===== src/rtl/aclink_pwr_pkg.sv =====
package aclink_pwr_pkg;

    typedef enum logic [2:0] {
        ST_RUN        = 3'd0,
        ST_QUIESCE    = 3'd1,
        ST_PD_WRITE   = 3'd2,
        ST_DRAIN      = 3'd3,
        ST_ASLEEP     = 3'd4,
        ST_WAKE       = 3'd5,
        ST_READY_WAIT = 3'd6
    } seq_state_e;

    typedef enum logic [1:0] {
        WK_COLD  = 2'd0,
        WK_WARM  = 2'd1,
        WK_FSYNC = 2'd2
    } wake_kind_e;

    typedef struct packed {
        seq_state_e st;
        wake_kind_e kind;
        logic       pend;
        logic       done;
    } seq_regs_t;

    function automatic wake_kind_e decode_wake(input logic [1:0] m);
        if (m[1])      return WK_FSYNC;
        else if (m[0]) return WK_WARM;
        else           return WK_COLD;
    endfunction

endpackage


===== src/rtl/frame_lockout.sv =====
module frame_lockout #(
    parameter int LOCK_FRAMES = 4
) (
    input  logic clk,
    input  logic rst_n,
    input  logic restart,
    input  logic tick,
    output logic open_o
);
    localparam int CW = $clog2(LOCK_FRAMES + 1);
    localparam logic [CW-1:0] LIMIT = CW'(LOCK_FRAMES);

    logic [CW-1:0] cnt_d, cnt_q;

    always_comb begin
        cnt_d = cnt_q;
        if (restart)
            cnt_d = '0;
        else if (tick && cnt_q != LIMIT)
            cnt_d = cnt_q + CW'(1);
    end

    always_ff @(posedge clk or negedge rst_n) begin
        if (!rst_n) cnt_q <= LIMIT;
        else        cnt_q <= cnt_d;
    end

    assign open_o = (cnt_q == LIMIT);

    AST_LOCK_RANGE: assert property (@(posedge clk) disable iff (!rst_n)
        cnt_q <= LIMIT) else $error("lockout count out of range");
    AST_LOCK_RESTART: assert property (@(posedge clk) disable iff (!rst_n)
        restart |=> !open_o) else $error("lockout open right after restart");

endmodule


===== src/rtl/wake_pulse_timer.sv =====
module wake_pulse_timer #(
    parameter int CW = 8
) (
    input  logic          clk,
    input  logic          rst_n,
    input  logic          load,
    input  logic [CW-1:0] width,
    output logic          active,
    output logic          last
);
    logic [CW-1:0] cnt_d, cnt_q;

    always_comb begin
        cnt_d = cnt_q;
        if (load)
            cnt_d = width;
        else if (cnt_q != '0)
            cnt_d = cnt_q - CW'(1);
    end

    always_ff @(posedge clk or negedge rst_n) begin
        if (!rst_n) cnt_q <= '0;
        else        cnt_q <= cnt_d;
    end

    assign active = (cnt_q != '0);
    assign last   = (cnt_q == CW'(1));

    AST_TMR_LOAD: assert property (@(posedge clk) disable iff (!rst_n)
        load |=> cnt_q == $past(width)) else $error("timer load lost");

endmodule


===== src/rtl/aclink_pwr_seq.sv =====
module aclink_pwr_seq
    import aclink_pwr_pkg::*;
#(
    parameter int          LOCK_FRAMES = 4,
    parameter int          COLD_CYC    = 60,
    parameter int          WARM_CYC    = 50,
    parameter int          SYNC_CYC    = 8,
    parameter logic [7:0]  PD_ADDR     = 8'h26,
    parameter logic [7:0]  PD_DATA     = 8'h80
) (
    input  logic        clk,
    input  logic        rst_n,
    input  logic        pd_req,
    input  logic        wake_req,
    input  logic [1:0]  wake_mode,
    input  logic [1:0]  chan_en_req,
    input  logic [1:0]  tx_empty,
    input  logic        cw_ack,
    input  logic        cw_empty,
    input  logic        frame_tick,
    input  logic        codec_ready,
    output logic [1:0]  chan_en,
    output logic        cw_req,
    output logic [15:0] cw_word,
    output logic        codec_rst_n,
    output logic        sync_out,
    output logic [2:0]  state,
    output logic        done
);
    localparam int MAX_CW = (COLD_CYC > WARM_CYC) ?
                            ((COLD_CYC > SYNC_CYC) ? COLD_CYC : SYNC_CYC) :
                            ((WARM_CYC > SYNC_CYC) ? WARM_CYC : SYNC_CYC);
    localparam int TW = $clog2(MAX_CW + 1);
    localparam logic [15:0] PD_WORD = {PD_ADDR, PD_DATA};

    seq_regs_t   r_d, r_q;
    wake_kind_e  eff_kind;
    logic        eff_pend;
    logic        tmr_load, tmr_active, tmr_last;
    logic [TW-1:0] tmr_width;
    logic        lock_restart, lock_open;

    frame_lockout #(.LOCK_FRAMES(LOCK_FRAMES)) i_lockout (
        .clk     (clk),
        .rst_n   (rst_n),
        .restart (lock_restart),
        .tick    (frame_tick),
        .open_o  (lock_open)
    );

    wake_pulse_timer #(.CW(TW)) i_timer (
        .clk    (clk),
        .rst_n  (rst_n),
        .load   (tmr_load),
        .width  (tmr_width),
        .active (tmr_active),
        .last   (tmr_last)
    );

    always_comb begin
        r_d          = r_q;
        r_d.done     = 1'b0;
        tmr_load     = 1'b0;
        lock_restart = 1'b0;
        eff_kind     = wake_req ? decode_wake(wake_mode) : r_q.kind;
        eff_pend     = wake_req | r_q.pend;
        unique case (eff_kind)
            WK_COLD: tmr_width = TW'(COLD_CYC);
            WK_WARM: tmr_width = TW'(WARM_CYC);
            default: tmr_width = TW'(SYNC_CYC);
        endcase
        case (r_q.st)
            ST_RUN: begin
                if (pd_req) r_d.st = ST_QUIESCE;
            end
            ST_QUIESCE: begin
                if (&tx_empty) r_d.st = ST_PD_WRITE;
            end
            ST_PD_WRITE: begin
                if (cw_ack) begin
                    r_d.st       = ST_DRAIN;
                    lock_restart = 1'b1;
                end
            end
            ST_DRAIN: begin
                r_d.pend = 1'b0;
                if (cw_empty) r_d.st = ST_ASLEEP;
            end
            ST_ASLEEP: begin
                if (wake_req) begin
                    r_d.kind = eff_kind;
                    r_d.pend = 1'b1;
                end
                if (eff_pend && (eff_kind != WK_FSYNC || lock_open)) begin
                    r_d.st   = ST_WAKE;
                    r_d.kind = eff_kind;
                    r_d.pend = 1'b0;
                    tmr_load = 1'b1;
                end
            end
            ST_WAKE: begin
                if (tmr_last) r_d.st = ST_READY_WAIT;
            end
            ST_READY_WAIT: begin
                if (codec_ready) begin
                    r_d.st   = ST_RUN;
                    r_d.done = 1'b1;
                end
            end
            default: r_d.st = ST_RUN;
        endcase
    end

    always_ff @(posedge clk or negedge rst_n) begin
        if (!rst_n) begin
            r_q.st   <= ST_RUN;
            r_q.kind <= WK_COLD;
            r_q.pend <= 1'b0;
            r_q.done <= 1'b0;
        end else begin
            r_q <= r_d;
        end
    end

    assign chan_en     = (r_q.st == ST_RUN) ? chan_en_req : 2'b00;
    assign cw_req      = (r_q.st == ST_PD_WRITE);
    assign cw_word     = PD_WORD;
    assign codec_rst_n = !((r_q.st == ST_WAKE) && (r_q.kind == WK_COLD));
    assign sync_out    = (r_q.st == ST_WAKE) && (r_q.kind != WK_COLD);
    assign state       = r_q.st;
    assign done        = r_q.done;

    AST_CW_HOLD: assert property (@(posedge clk) disable iff (!rst_n)
        cw_req && !cw_ack |=> cw_req) else $error("write request dropped");
    AST_QUIESCE_EXIT: assert property (@(posedge clk) disable iff (!rst_n)
        (r_q.st == ST_PD_WRITE && $past(r_q.st) == ST_QUIESCE) |-> $past(&tx_empty))
        else $error("left quiesce before drain");
    AST_FSYNC_GATED: assert property (@(posedge clk) disable iff (!rst_n)
        (r_q.st == ST_WAKE && $past(r_q.st) == ST_ASLEEP && r_q.kind == WK_FSYNC)
        |-> $past(lock_open)) else $error("frame-sync wake inside guard");
    AST_WAKE_TIMED: assert property (@(posedge clk) disable iff (!rst_n)
        (r_q.st == ST_WAKE) |-> tmr_active) else $error("wake without timer");
    AST_DONE_ONCE: assert property (@(posedge clk) disable iff (!rst_n)
        done |-> (r_q.st == ST_RUN && $past(r_q.st) == ST_READY_WAIT))
        else $error("stray done");

endmodule


===== config.mk =====
export PLATFORM = sky130hd
export DESIGN_NAME = aclink_pwr_seq
export DESIGN_NICKNAME = d
export VERILOG_FILES = /design/src/rtl/aclink_pwr_pkg.sv /design/src/rtl/frame_lockout.sv /design/src/rtl/wake_pulse_timer.sv /design/src/rtl/aclink_pwr_seq.sv
export SDC_FILE = /design/constraint.sdc
export NUM_CORES = 1
export LEC_CHECK = 0
export ABC_CLOCK_PERIOD_IN_PS = 4790
export BUFFER_PORTS_ARGS = -buffer_cell sky130_fd_sc_hd__buf_2
export CORE_MARGIN = 2
export CORE_UTILIZATION = 45
export DETAILED_ROUTE_END_ITERATION = 10
export PLACE_DENSITY = 0.73
export RECOVER_POWER = 25
export SETUP_SLACK_MARGIN = 0.5
export SLEW_MARGIN = 20
export SYNTH_ARGS = -nofsm -noshare
export SYNTH_HDL_FRONTEND = slang
export SYNTH_SLANG_ARGS = --single-unit

===== constraint.sdc =====
create_clock -name clk -period 4.79 [get_ports clk]
set_input_delay 0.7185 -clock clk [delete_from_list [all_inputs] [get_ports clk]]
set_output_delay 0.7185 -clock clk [all_outputs]
set_load 0.02 [all_outputs]

After elaboration in Yosys (flattened, before gate mapping)
Cells that the tools add are included.

operators by class
  add/subtract/negate cells = 2
  equality and inequality tests = 19
  multiplexer cells = 25
  bitwise logic cells = 1
  reduce and logical (&&, ||, !) cells = 19

operators with widths
  cell                                                                count
  3-bit two-way mux                                                   9
  3-bit one-hot mux with 7 select lines                               1
  6-bit two-way mux                                                   3
  2-bit != test, second input constant                                7
  3-bit == test, second input constant                                4
  6-bit one-hot mux with 2 select lines                               1
  2-bit nonzero test                                                  5
  1-bit two-way mux                                                   7
  7-bit AND reduction                                                 1
  3-bit by 2-bit == test with 1-bit output, second input constant     2
  6-bit by 1-bit == test with 1-bit output, second input constant     1
  2-bit two-way mux                                                   3
  3-bit != test, second input constant                                2
  2-bit AND reduction                                                 3
  6-bit nonzero test                                                  1
  6-bit by 1-bit subtractor with 6-bit output, second input constant  1
  1-bit logical AND                                                   4
  2-bit zero test                                                     2
  3-bit by 1-bit adder with 3-bit output, second input constant       1
  3-bit by 1-bit == test with 1-bit output, second input constant     1
  3-bit zero test                                                     1
  2-bit by 1-bit == test with 1-bit output, second input constant     1
  2-bit by 1-bit != test with 1-bit output, second input constant     1
  1-bit one-hot mux with 2 select lines                               1
  other kinds (3)                                                     3

word-level totals
  register bits after elaboration = 16
  output and inout port bits = 25

Longest topological paths before layout
  depth in word-level cells = 9
  mapped depth = 7
  mapped depth without buffers = 6

By module
Synthesis repeated with hierarchy kept, for this count alone.

unflattened totals
  cells, all modules = 136
  area total of the unflattened synthesis = 1,267.5 µm²

by module, submodules not included
  module            instances  cells an instance  area each (µm²)  sequential area each (µm²)
  aclink_pwr_seq    1          75                 663.1            175.2
  wake_pulse_timer  1          43                 405.4            150.1
  frame_lockout     1          18                 198.9            76.3

Worst setup path before layout
No wires, ideal clock.

  kind = register to output
  start point = register r_q (netlist bit state[2])
  end point = output cw_req
  data arrival time = 1.138 ns
  required time = 4.072 ns
  path slack = 2.933 ns
  cell stages (with the launch flop) = 3
  cells stage by stage = dfrtp_1 clkbuf_1 nor3b_1

on the way
  cells in the longest elaborated chain, start to end = 1

ends and longest elaborated chain
  element                                   line                   source
  from (decl)                               aclink_pwr_seq.sv:36   seq_regs_t r_d, r_q;
  from (signal assigned)                    aclink_pwr_seq.sv:121  r_q <= r_d;
  3-bit by 2-bit == test with 1-bit output  aclink_pwr_seq.sv:126  assign cw_req = (r_q.st == ST_PD_WRITE);
  to (decl)                                 aclink_pwr_seq.sv:23   output logic cw_req,

Every way passes these cells.

Worst setup path after layout
  start point = register r_q (netlist bit state[2])
  end point = output sync_out

on the way
  cells in the longest elaborated chain, start to end = 2

ends and longest elaborated chain
  element            line                   source
  3-bit == test      aclink_pwr_seq.sv:129  assign sync_out = (r_q.st == ST_WAKE) && (r_q.kind != WK_COLD);
  1-bit logical AND  aclink_pwr_seq.sv:129
  to (decl)          aclink_pwr_seq.sv:26   output logic sync_out,

Every way passes these cells.

==> summary.txt <==
Critical path
  • Start-to-end type of the worst setup path: flip-flop to output pin
  • CP Cell Sequence: nor2b_1 > nand2_1 > nor2_1 > buf_2
  • Kind of capture point of the worst setup path: output pin
  • Highest-delay cell along the critical path: dfrtp_1
  • Stage delay of the slowest cell on the critical path: 0.55 ns
  • Largest delay contributor family on the critical path: flip-flops
  • Crit-path max FO: 12
  • Worst Path Arrival: 1.44 ns
  • Critical path data required time: 4.07 ns
  • Number of buffer and inverter instances along the worst setup path: 1
  • Startpoint kind of the worst setup timing path: flip-flop

CTS
  • # clock sinks: 16
  • Library cell used as clock root buffer: clkbuf_4
  • Clock-pin slew on the worst setup and hold paths: 0.10 ns
  • Buffer count from post-CTS setup fixing: 0
  • Gates resized, CTS repair: 0
  • Clock tree from TritonCTS: done
  • Buffer levels on the longest clock path: 2
  • CTS HTree Levels: 1
  • Latest clock arrival within the worst-skew pair: 0.29 ns
  • Number of clock buffers inserted by TritonCTS: 3
  • Number of hold buffers added after CTS: 0

Synthesis
  • Asr flop ratio synth: 100%
  • Netlist area before placement: 1150 sq um
  • Top area cells in the synthesized netlist: dfrtp_1 33%, buf_4 12%, ha_1 5.5%, nand2_1 3.6%, nor2_1 3.6%
  • Per-instance average area after synthesis: 8.75 sq um
  • FF+latch count, synth: 16
  • Biggest area consumer among synthesized cells: dfrtp_1
  • Post-synthesis instance total: 131
  • Synth cell types: 34
  • Share of the synthesized area in the top cell type: 32.8%
  • Seq/Total Area, Yosys: 35.0%
  • Number of warnings issued by yosys: 0
  • Post-synth EDFFs: 0
  • Flip-flop cell with the highest count after synthesis: dfrtp_1

Route
  • Drt wl/cell: 11.9 microns
  • Routed via count: 893
  • Number of iterations in the first detailed-routing pass: 4
  • Number of vias per cell after detailed routing: 5.02
  • Detailed-route wire length: 2130 microns
  • Final routed DRC violation total: 0
  • Post-route antenna net violation count: 0
  • Detailed router's first-iteration violation count: 10

Die
  • Height of the chip: 54.5 microns
  • Ports: 39
  • Die width: 54.5 microns
  • Placeable Area: 2450 sq um
  • Area enclosed by the die boundary: 2970 sq um
  • Starting Density: 46.7%
  • Std-Cell Rows: 18

Global route
  • Total routing usage reported by global routing: 15.9%
  • Met3 Resource Use GR: 4.10%
  • Via count of the first global-routing pass: 813
  • Global Route met2 Usage: 27.9%
  • Busiest layer in global routing: met2
  • Antenna violations before repair: 0
  • Overflow after GRT: 0
  • Maximum number of pins on one net before global-route repair: 17
  • First-pass GRT wire length: 3370 microns
  • Met1 track demand over resource: 19.5%

Timing
  • Final count of hold timing violations: 0
  • Part of the cycle the worst path needs: 45.2%
  • Worst-Margin Slew: 0.891 ns
  • Maximum achievable frequency: 462 MHz
  • Accumulated negative setup slack: 0 ns
  • Shortest clock period the worst path allows after layout: 2.16 ns
  • Unrepaired setup endpoints after global routing: false
  • Worst Slack Setup Final: 2.63 ns
  • Final setup violation count: 0
  • Max Transition Viols Final: 0
  • Worst setup skew after layout: 0.00627 ns
  • Worst relative slew slack: 40.6%

Placement
  • I/O Buffers: 22
  • Pre-CTS setup slack: 2.76 ns
  • Post-Place Cell Area: 1190 sq um
  • Routability Congestion: 0.878
  • Sum of net half-perimeters after detailed placement: 1630 microns

Power
  • Power density of the placed cells: 614 nW/um^2
  • VDD IR-drop max: 0.315 mV
  • Final total power: 0.751 mW
  • Leak pwr: 0.608 nW

Layout
  • Final Core Density: 49.8%
  • Most common cell after layout, fill and taps aside: buf_2
  • Highest-count cells in the layout ignoring fill and taps: 21 x buf_2, 16 x conb_1, 15 x dfrtp_1
  • Final design instance area without fill: 1220 sq um
  • Diode count: 0
  • Layout Area Growth over Synthesis: 6.66%
  • Layout cell share with drive strength beyond 1: 20.9%
  • Layout net count: 168

Outcome
  • Status: complete, no violations

Run
  • Max-cap check violation count: 0

Min path
  • Hold WC Path Type: primary input to asynchronous set/reset pin
## cell usage after synthesis, drive strengths merged, types with 2 or more instances
cell and n:
and4b 2, nand2b 2, dfrtp 15, nor2 11
nand2 11, ha 5, mux2 3, buf 20
o21a 4, nor3b 2, o21ai 3, nor2b 2
mux2i 3, clkbuf 3, nand3 3, a21oi 8
and2 4, conb 2, nor3 5, inv 5
xor2 3, o32ai 3, xnor2 3
## routing by layer
layer	share of wire, %	routed length (microns)
met3	5.4	115
met4	0.89	19
met5	0	0
met2	52	1100
met1	42	893
## cells by family (layout without fill, tap and decap cells)
kind of cell | after synthesis | in the layout | synth area share [%]
other | 2 | 16 | 0.655
buffers and inverters | 28 | 31 | 15.5
XOR/XNOR | 6 | 6 | 4.59
adder cells (fa/ha/maj) | 5 | 5 | 5.46
multiplexers | 6 | 6 | 5.57
AO/OA/AOI/OAI | 22 | 22 | 12.3
AND/OR/NAND/NOR | 46 | 46 | 20.9
flip-flops | 16 | 16 | 35.0
## where the power goes
part / leakage [nW] / internal (mW) / switching (mW) / total [mW]
Clock: 0.0210 / 0.0463 / 0.0438 / 0.0901
Combinational: 0.393 / 0.165 / 0.205 / 0.370
Sequential: 0.195 / 0.204 / 0.0875 / 0.291
## path summary, 6_finish.rpt
check                           slack [ns]                        endpoint  cells past startpoint                           start
worst max register to register        3.04    i_timer.cnt_q[4]$_DFFE_PN0P_                      4            state[2]$_DFFE_PN0P_
max in group asynchronous             3.72            state[0]$_DFFE_PN0P_                      1                           rst_n
worst min register to register        0.55  i_lockout.cnt_q[2]$_DFFE_PN1P_                      2  i_lockout.cnt_q[2]$_DFFE_PN1P_
min in group clk                      0.55  i_lockout.cnt_q[2]$_DFFE_PN1P_                      2  i_lockout.cnt_q[2]$_DFFE_PN1P_
worst min-delay path                  0.52                  done$_DFF_PN0_                      1                           rst_n
worst max-delay path                  2.63                        sync_out                      4            state[2]$_DFFE_PN0P_
## area by class of cell
type	instances	area (sq um)
Timing Repair Buffer	22	109
Fill cell	257	1230
Sequential cell	16	402
Inverter	5	18.8
Clock buffer	4	36.3
Multi-Input combinational cell	101	619
Tap cell	30	37.5
## sequential cells by signal, summed over array words and instances (netlist names)
name	flops
i_lockout.cnt_q	3
state	3
done	1
i_timer.cnt_q	6
r_q	3
## metrics by stage
step           std cells  hold slack (ns)
6_report             178            0.518
2_1_floorplan        145            0.423
5_1_grt              178            0.564
3_5_place_dp         174            0.527
3_3_place_gp         174            0.521
4_1_cts              178            0.333
Note: power is estimated with default switching activity, not from simulation.
